`src/rtl/ser_tx_pkg.sv`:
```
package ser_tx_pkg;

    typedef enum logic [1:0] {
        ST_IDLE  = 2'd0,
        ST_WAIT  = 2'd1,
        ST_SHIFT = 2'd2
    } tx_state_e;

endpackage

```
`src/rtl/ser_step_src.sv`:
```
module ser_step_src (
    input  logic clk,
    input  logic rst_n,
    input  logic sel_ext,
    input  logic tick,
    input  logic ext_in,
    output logic step
);
    logic s1_q, s2_q, s3_q;
    logic s1_d, s2_d, s3_d;

    always_comb begin
        s1_d = ext_in;
        s2_d = s1_q;
        s3_d = s2_q;
    end

    always_ff @(posedge clk or negedge rst_n) begin
        if (!rst_n) begin
            s1_q <= 1'b0;
            s2_q <= 1'b0;
            s3_q <= 1'b0;
        end else begin
            s1_q <= s1_d;
            s2_q <= s2_d;
            s3_q <= s3_d;
        end
    end

    // either edge of the synchronised external clock is one half-bit step
    assign step = sel_ext ? (s2_q ^ s3_q) : tick;

endmodule

```
`src/rtl/ser_word_align.sv`:
```
module ser_word_align #(
    parameter int WORD_W = 32,
    parameter int LEN_W  = $clog2(WORD_W)
) (
    input  logic [WORD_W-1:0] word,
    input  logic [LEN_W-1:0]  len,
    input  logic              msb_first,
    input  logic              fill,
    output logic [WORD_W-1:0] aligned
);
    localparam logic [WORD_W-1:0] ONES = '1;
    localparam logic [LEN_W-1:0]  TOP  = LEN_W'(WORD_W - 1);

    logic [LEN_W-1:0]  gap;
    logic [WORD_W-1:0] low_mask;
    logic [WORD_W-1:0] high_mask;

    always_comb begin
        gap       = TOP - len;
        low_mask  = ONES >> gap;
        high_mask = ONES << gap;
        if (msb_first) begin
            // frame MSB lands at the top, fill occupies the freed low end
            aligned = (word << gap) | (fill ? ~high_mask : '0);
        end else begin
            aligned = (word & low_mask) | (fill ? ~low_mask : '0);
        end
    end

endmodule

```
`src/rtl/ser_shift_tx.sv`:
```
module ser_shift_tx
    import ser_tx_pkg::*;
#(
    parameter int WORD_W = 32,
    parameter int LEN_W  = $clog2(WORD_W),
    parameter int CNT_W  = $clog2(WORD_W + 5)
) (
    input  logic              clk,
    input  logic              rst_n,
    input  logic              cfg_frame_en,
    input  logic              cfg_msb_first,
    input  logic              cfg_fill,
    input  logic              cfg_sync_en,
    input  logic              cfg_clk_idle,
    input  logic              cfg_ext_clk,
    input  logic              len_wr,
    input  logic [LEN_W-1:0]  len_wdata,
    output logic [CNT_W-1:0]  len_rdata,
    input  logic              hbit_tick,
    input  logic              ext_clk_in,
    input  logic              load,
    input  logic [WORD_W-1:0] load_data,
    output logic              pin_data,
    output logic              pin_clk,
    output logic              pin_clk_oe,
    output logic              tx_done,
    output logic              busy_err
);
    localparam logic [CNT_W-1:0] RB_DONE = '1;
    localparam logic [CNT_W-1:0] RB_WAIT = {{(CNT_W-1){1'b1}}, 1'b0};
    localparam logic [CNT_W-1:0] MAX_BITS = CNT_W'(WORD_W + 2);

    typedef struct packed {
        tx_state_e         st;
        logic [WORD_W-1:0] sh;
        logic [CNT_W-1:0]  rem;
        logic              start_pend;
        logic              ph;
        logic              out;
        logic              clk_act;
        logic              err;
        logic [LEN_W-1:0]  len;
    } regs_t;

    localparam regs_t RST_VAL = '{
        st: ST_IDLE, sh: '0, rem: '0, start_pend: 1'b0, ph: 1'b0,
        out: 1'b1, clk_act: 1'b0, err: 1'b0, len: '1
    };

    regs_t q, d;
    logic              step;
    logic [WORD_W-1:0] aligned;
    logic [CNT_W-1:0]  frame_bits;
    logic              cur_bit;
    logic [WORD_W-1:0] shifted;

    ser_step_src u_step (
        .clk     (clk),
        .rst_n   (rst_n),
        .sel_ext (cfg_ext_clk),
        .tick    (hbit_tick),
        .ext_in  (ext_clk_in),
        .step    (step)
    );

    ser_word_align #(.WORD_W(WORD_W), .LEN_W(LEN_W)) u_align (
        .word      (load_data),
        .len       (q.len),
        .msb_first (cfg_msb_first),
        .fill      (cfg_fill),
        .aligned   (aligned)
    );

    always_comb begin
        frame_bits = CNT_W'(q.len) + CNT_W'(1) + (cfg_frame_en ? CNT_W'(2) : CNT_W'(0));
        cur_bit    = cfg_msb_first ? q.sh[WORD_W-1] : q.sh[0];
        shifted    = cfg_msb_first ? {q.sh[WORD_W-2:0], cfg_fill}
                                   : {cfg_fill, q.sh[WORD_W-1:1]};
    end

    always_comb begin
        d = q;
        if (len_wr) begin
            d.len = len_wdata;
        end
        unique case (q.st)
            ST_IDLE: begin
                d.clk_act = 1'b0;
                if (load) begin
                    d.st         = ST_WAIT;
                    d.sh         = aligned;
                    d.rem        = frame_bits;
                    d.start_pend = cfg_frame_en;
                    d.ph         = 1'b0;
                    d.err        = 1'b0;
                end
            end
            ST_WAIT: begin
                if (load) begin
                    d.err = 1'b1;
                end
                if (step) begin
                    d.st = ST_SHIFT;
                    d.ph = 1'b1;
                    if (q.start_pend) begin
                        d.out        = 1'b0;
                        d.start_pend = 1'b0;
                    end else begin
                        d.out = cur_bit;
                        d.sh  = shifted;
                    end
                end
            end
            ST_SHIFT: begin
                if (load) begin
                    d.err = 1'b1;
                end
                if (step) begin
                    if (q.ph) begin
                        d.clk_act = 1'b1;
                        d.ph      = 1'b0;
                    end else begin
                        d.clk_act = 1'b0;
                        if (q.rem == CNT_W'(1)) begin
                            d.st = ST_IDLE;
                        end else begin
                            d.rem = q.rem - CNT_W'(1);
                            d.ph  = 1'b1;
                            if (q.start_pend) begin
                                d.out        = 1'b0;
                                d.start_pend = 1'b0;
                            end else begin
                                d.out = cur_bit;
                                d.sh  = shifted;
                            end
                        end
                    end
                end
            end
            default: d = RST_VAL;
        endcase
    end

    always_ff @(posedge clk or negedge rst_n) begin
        if (!rst_n) begin
            q <= RST_VAL;
        end else begin
            q <= d;
        end
    end

    always_comb begin
        unique case (q.st)
            ST_IDLE:  len_rdata = RB_DONE;
            ST_WAIT:  len_rdata = RB_WAIT;
            default:  len_rdata = q.rem;
        endcase
    end

    assign pin_data   = (q.st == ST_IDLE) ? cfg_fill : q.out;
    assign pin_clk    = q.clk_act ^ cfg_clk_idle;
    assign pin_clk_oe = cfg_sync_en;
    assign tx_done    = (q.st == ST_IDLE);
    assign busy_err   = q.err;

    AST_REM_STEP_DOWN: assert property (@(posedge clk) disable iff (!rst_n)
        (q.st == ST_SHIFT && step && !q.ph && q.rem > CNT_W'(1)) |=> (len_rdata == $past(q.rem) - CNT_W'(1)));
    AST_REM_IN_RANGE: assert property (@(posedge clk) disable iff (!rst_n)
        (q.st == ST_SHIFT) |-> (q.rem != '0 && q.rem <= MAX_BITS));
    AST_DATA_HOLD_MID: assert property (@(posedge clk) disable iff (!rst_n)
        (q.st == ST_SHIFT && step && q.ph) |=> $stable(pin_data));
    AST_CLK_REST: assert property (@(posedge clk) disable iff (!rst_n)
        (q.st != ST_SHIFT) |-> (pin_clk == cfg_clk_idle));
    AST_BUSY_LOAD: assert property (@(posedge clk) disable iff (!rst_n)
        (load && q.st != ST_IDLE) |=> busy_err);
    AST_LAST_BIT_DONE: assert property (@(posedge clk) disable iff (!rst_n)
        (q.st == ST_SHIFT && step && !q.ph && q.rem == CNT_W'(1)) |=> tx_done);

endmodule

```
`config.mk`:
```
export PLATFORM = sky130hd
export DESIGN_NAME = ser_shift_tx
export DESIGN_NICKNAME = d
export VERILOG_FILES = /design/src/rtl/ser_tx_pkg.sv /design/src/rtl/ser_step_src.sv /design/src/rtl/ser_word_align.sv /design/src/rtl/ser_shift_tx.sv
export SDC_FILE = /design/constraint.sdc
export NUM_CORES = 1
export LEC_CHECK = 0
export CAP_MARGIN = 20
export CORE_MARGIN = 2
export CORE_UTILIZATION = 25
export DETAILED_ROUTE_END_ITERATION = 6
export SYNTH_ARGS = -nofsm -noshare
export SYNTH_HDL_FRONTEND = slang
export SYNTH_SLANG_ARGS = --single-unit
```
`constraint.sdc`:
```
create_clock -name clk -period 2.1 [get_ports clk]
set_input_delay 0.315 -clock clk [delete_from_list [all_inputs] [get_ports clk]]
set_output_delay 0.315 -clock clk [all_outputs]
set_load 0.01 [all_outputs]
```
==> impl_metrics.yaml <==
global_route:
  use_met1_pct: 28.14
  grt_pass1_vias: 7206
  busiest_layer: "met2"
  grt.total_usage_pct: 21.47
  grt_use_met3_pct: 3.178
  overflow: 0
  grt_pass1_wl_um: 42430
  antenna_found_initial: 0
  grt_max_degree: 31
  met2_usage_pct: 34.19
cells_and_area:
  fin_nets: 1058
  area.growth.synth_to_final_pct: 60.94
  drive_gt1_share_pct: 42.42
  layout.cells.non_filler: 1321
  antenna-diode-count: 0
sta:
  slew_violations: 0
  hold_viol: 0
  clock_skew_ps: 3.573
  layout_min_cycle_time_ps: 2499
  tns_ps: -6668
  hold_slack_ps: 364.7
  rsz0062_at_grt: "yes"
  min_period_over_period_pct: 119.0
  worst_slew_pin_slew_ps: 705.7
  setup_viol: 31
  max_freq_ghz: 0.4001
  slew_headroom_pct: 52.86
  setup_slack_ps: -399.1
clock_network:
  cts-root-buf: "clkbuf_16"
  cts.clk_slew.worst_paths_ps: 70
  ctsHtreeMaxLevel: 2
  cts_tree: "built"
  clk_latency_ps: 300
  ctsLongestPathBuffers: 2
  cts_sinks: 53
  cts_buffers: 5
place:
  place.gp.congestion: 1.048
  post-dp-hpwl_um: 22400
  dp.cells: 1295
  port_buffers: 57
yosys:
  synthTopCellsByArea: "dfrtp_1 (20%), mux2i_1 (11%), nand2_1 (6.0%)"
  synthArstFlopShare_pct: 100.0
  synth_area_mm2: 0.006010
  synth_top_area_share_pct: 19.57
  syn_area_per_cell_um2: 8.132
  synthCells: 739
  yosysSeqAreaShare_pct: 22.19
  ys_warn_count: 0
  synthFlopType: "dfrtp_1"
  ys_types: 70
  synth_top_cell_by_area: "dfrtp_1"
  syn_nets: 796
  synth-edff-count: 0
  ys_ff_latch: 53
critical_path:
  worstPathRequired_ps: 2290
  path_buf_inv: 4
  crit_arrival_ps: 2690
  start_kind: "register"
  crit_top_cell: "buf_4"
  critical_path.max_stage_delay_ps: 650
  path_delay_family: "compound AO/OA/AOI/OAI gates"
  r2r_slack_ps: -400
  critical-path-slowest-cell: "dfstp_2"
  path_cells: "buf_8 > buf_6 > mux2i_2 > buf_4 > mux2i_1 > a31oi_1 > o2bb2ai_1 > o221ai_2 > buf_4 > o211ai_2"
  cp-end-kind: "register"
  critical_path.max_fanout: 13
  path_class: "register to register"
job:
  drv_cap: 0
route:
  vias_per_cell: 5.610
  vias: 7411
  ant_nets: 0
  drt_iter0_markers: 768
  drcViolationCount: 0
  drtPass1Iterations: 5
  wl_per_cell_um: 21.55
  totalWireLength_um: 28470
power:
  vdd_drop_max_mv: 0.5435
  p_total_mw: 12.49
  p_per_area_mw_per_mm2: 1291
  p_leak_nw: 4.106
die:
  io_pins: 60
  die-area_mm2: 0.02529
  start_util_pct: 25.53
  num_rows: 56
  fp.dieH_um: 159.0
  die_w_um: 159.0
  coreArea_mm2: 0.02354
status:
  outcome: "finished, violations left"
  violations: "negative setup slack"
min_path:
  worstHoldPathType: "register to register"
[registers in the layout, indices dropped and copies added, names as in the netlist]
signal and count:
u_step.s2_q 1, q 49, u_step.s1_q 1, u_step.s3_q 1
busy_err 1
[per-layer routing]
metal	part of all wire (%)	vias to the layer above
met4	5.3	0
li1	-	3344
met5	0	-
met1	42	3566
met3	7.7	89
met2	45	412
[stage by stage]
step	instance area (µm²)	setup WS, ps	util (%)
after floorplan	6108	-133.3	-
after global placement	8720	-524.1	37.04
after detailed placement	8720	-536.5	37.04
after CTS	9355	-352.4	39.74
after global routing	9672	-447.6	41.08
final	9672	-399.1	41.08
[worst register-to-register path, stage by stage, from the launching register on]
cell and delay, ps:
dfstp_2 650, buf_8 190, buf_6 140, mux2i_2 280, buf_4 170, mux2i_1 110, a31oi_1 220, o2bb2ai_1 150
o221ai_2 260, buf_4 160, o211ai_2 70
[final timing paths]
check | startpoint | end | cells past startpoint
worst max-delay path | q[1] | q[27] | 10
worst min-delay path | u_step.s1_q | u_step.s2_q | 0
worst max register to register | q[1] | q[27] | 10
worst min register to register | u_step.s1_q | u_step.s2_q | 0
max in group asynchronous | rst_n | q[7] | 3
min in group asynchronous | rst_n | u_step.s1_q | 2
[power by group]
group	internal (mW)	leakage (nW)	switching, mW
sequential	1.44	0.668	0.430
clock	0.445	0.0641	0.393
combinational	4.79	3.37	4.98
[repair_timing]
item | CTS | global route
hold buffers | 1 | 0
buffers inserted | 14 | 6
endpoints found under the setup margin | 42 | 40
gates resized for setup | 94 | 67
cloned | 1 | 1
endpoints found under the hold margin | 3 | 0
pin swaps | 22 | 22
[cells by family (layout without fill, tap and decap cells)]
kind of cell | after synthesis | in the layout | share of synthesized area [%]
adder cells (fa/ha/maj) | 8 | 8 | 1.790
buffers and inverters | 83 | 346 | 6.163
multiplexers | 119 | 119 | 23.21
flip-flops | 53 | 53 | 22.19
AND/OR/NAND/NOR | 216 | 216 | 16.76
AO/OA/AOI/OAI | 255 | 255 | 29.15
XOR/XNOR | 5 | 5 | 0.7288
[cells in the mapped netlist (all sizes together), types with 5 or more instances]
cell      n
a21o      6
a21oi    38
a221o     9
a22oi    12
a31oi    10
a32oi     8
and2      8
buf      28
clkbuf   39
dfrtp    47
dfstp     6
ha        7
inv      16
mux2     43
mux2i    64
mux4     12
nand2    96
nand2b   12
nand3    24
nor2     34
nor2b    10
nor3     10
o2111ai   5
o211ai   23
o21ai    78
o221ai   14
o22ai    10
o2bb2ai   5
o31ai     5
or3       5
[layout by cell type (no fill, tap or decap), types with 7 or more instances in the layout]
cell | netlist | routed
nand2b_1 | 12 | 10
o211ai_1 | 16 | 16
nor2_1 | 34 | 31
nor2b_1 | 10 | 8
mux2_2 | 22 | 16
mux2_1 | 21 | 12
buf_4 | 4 | 229
inv_1 | 14 | 12
a22oi_1 | 12 | 7
dfrtp_1 | 47 | 47
nand3_1 | 24 | 21
clkdlybuf4s50_1 | 0 | 51
mux2i_1 | 64 | 47
o21ai_2 | 0 | 7
buf_12 | 0 | 13
a221o_1 | 9 | 9
and2_1 | 8 | 7
a21oi_1 | 38 | 35
o21ai_1 | 34 | 33
nand2_1 | 96 | 91
mux4_2 | 12 | 12
buf_6 | 3 | 19
mux2i_2 | 0 | 11
o211ai_2 | 7 | 7
mux2_4 | 0 | 15
o21ai_0 | 44 | 37
nor3_1 | 9 | 7
o22ai_1 | 10 | 8
a31oi_1 | 10 | 7
o221ai_2 | 1 | 11
[layout make-up]
class	instances	area [µm²]
Timing Repair Buffer	322	2805
Clock inverter	1	7.507
Tap cell	319	399.1
Fill cell	2392	13870
Multi-Input combinational cell	603	4933
Clock buffer	7	132.6
Inverter	16	60.06
Sequential cell	53	1334
No activity file was read; power rests on OpenSTA's default activity.
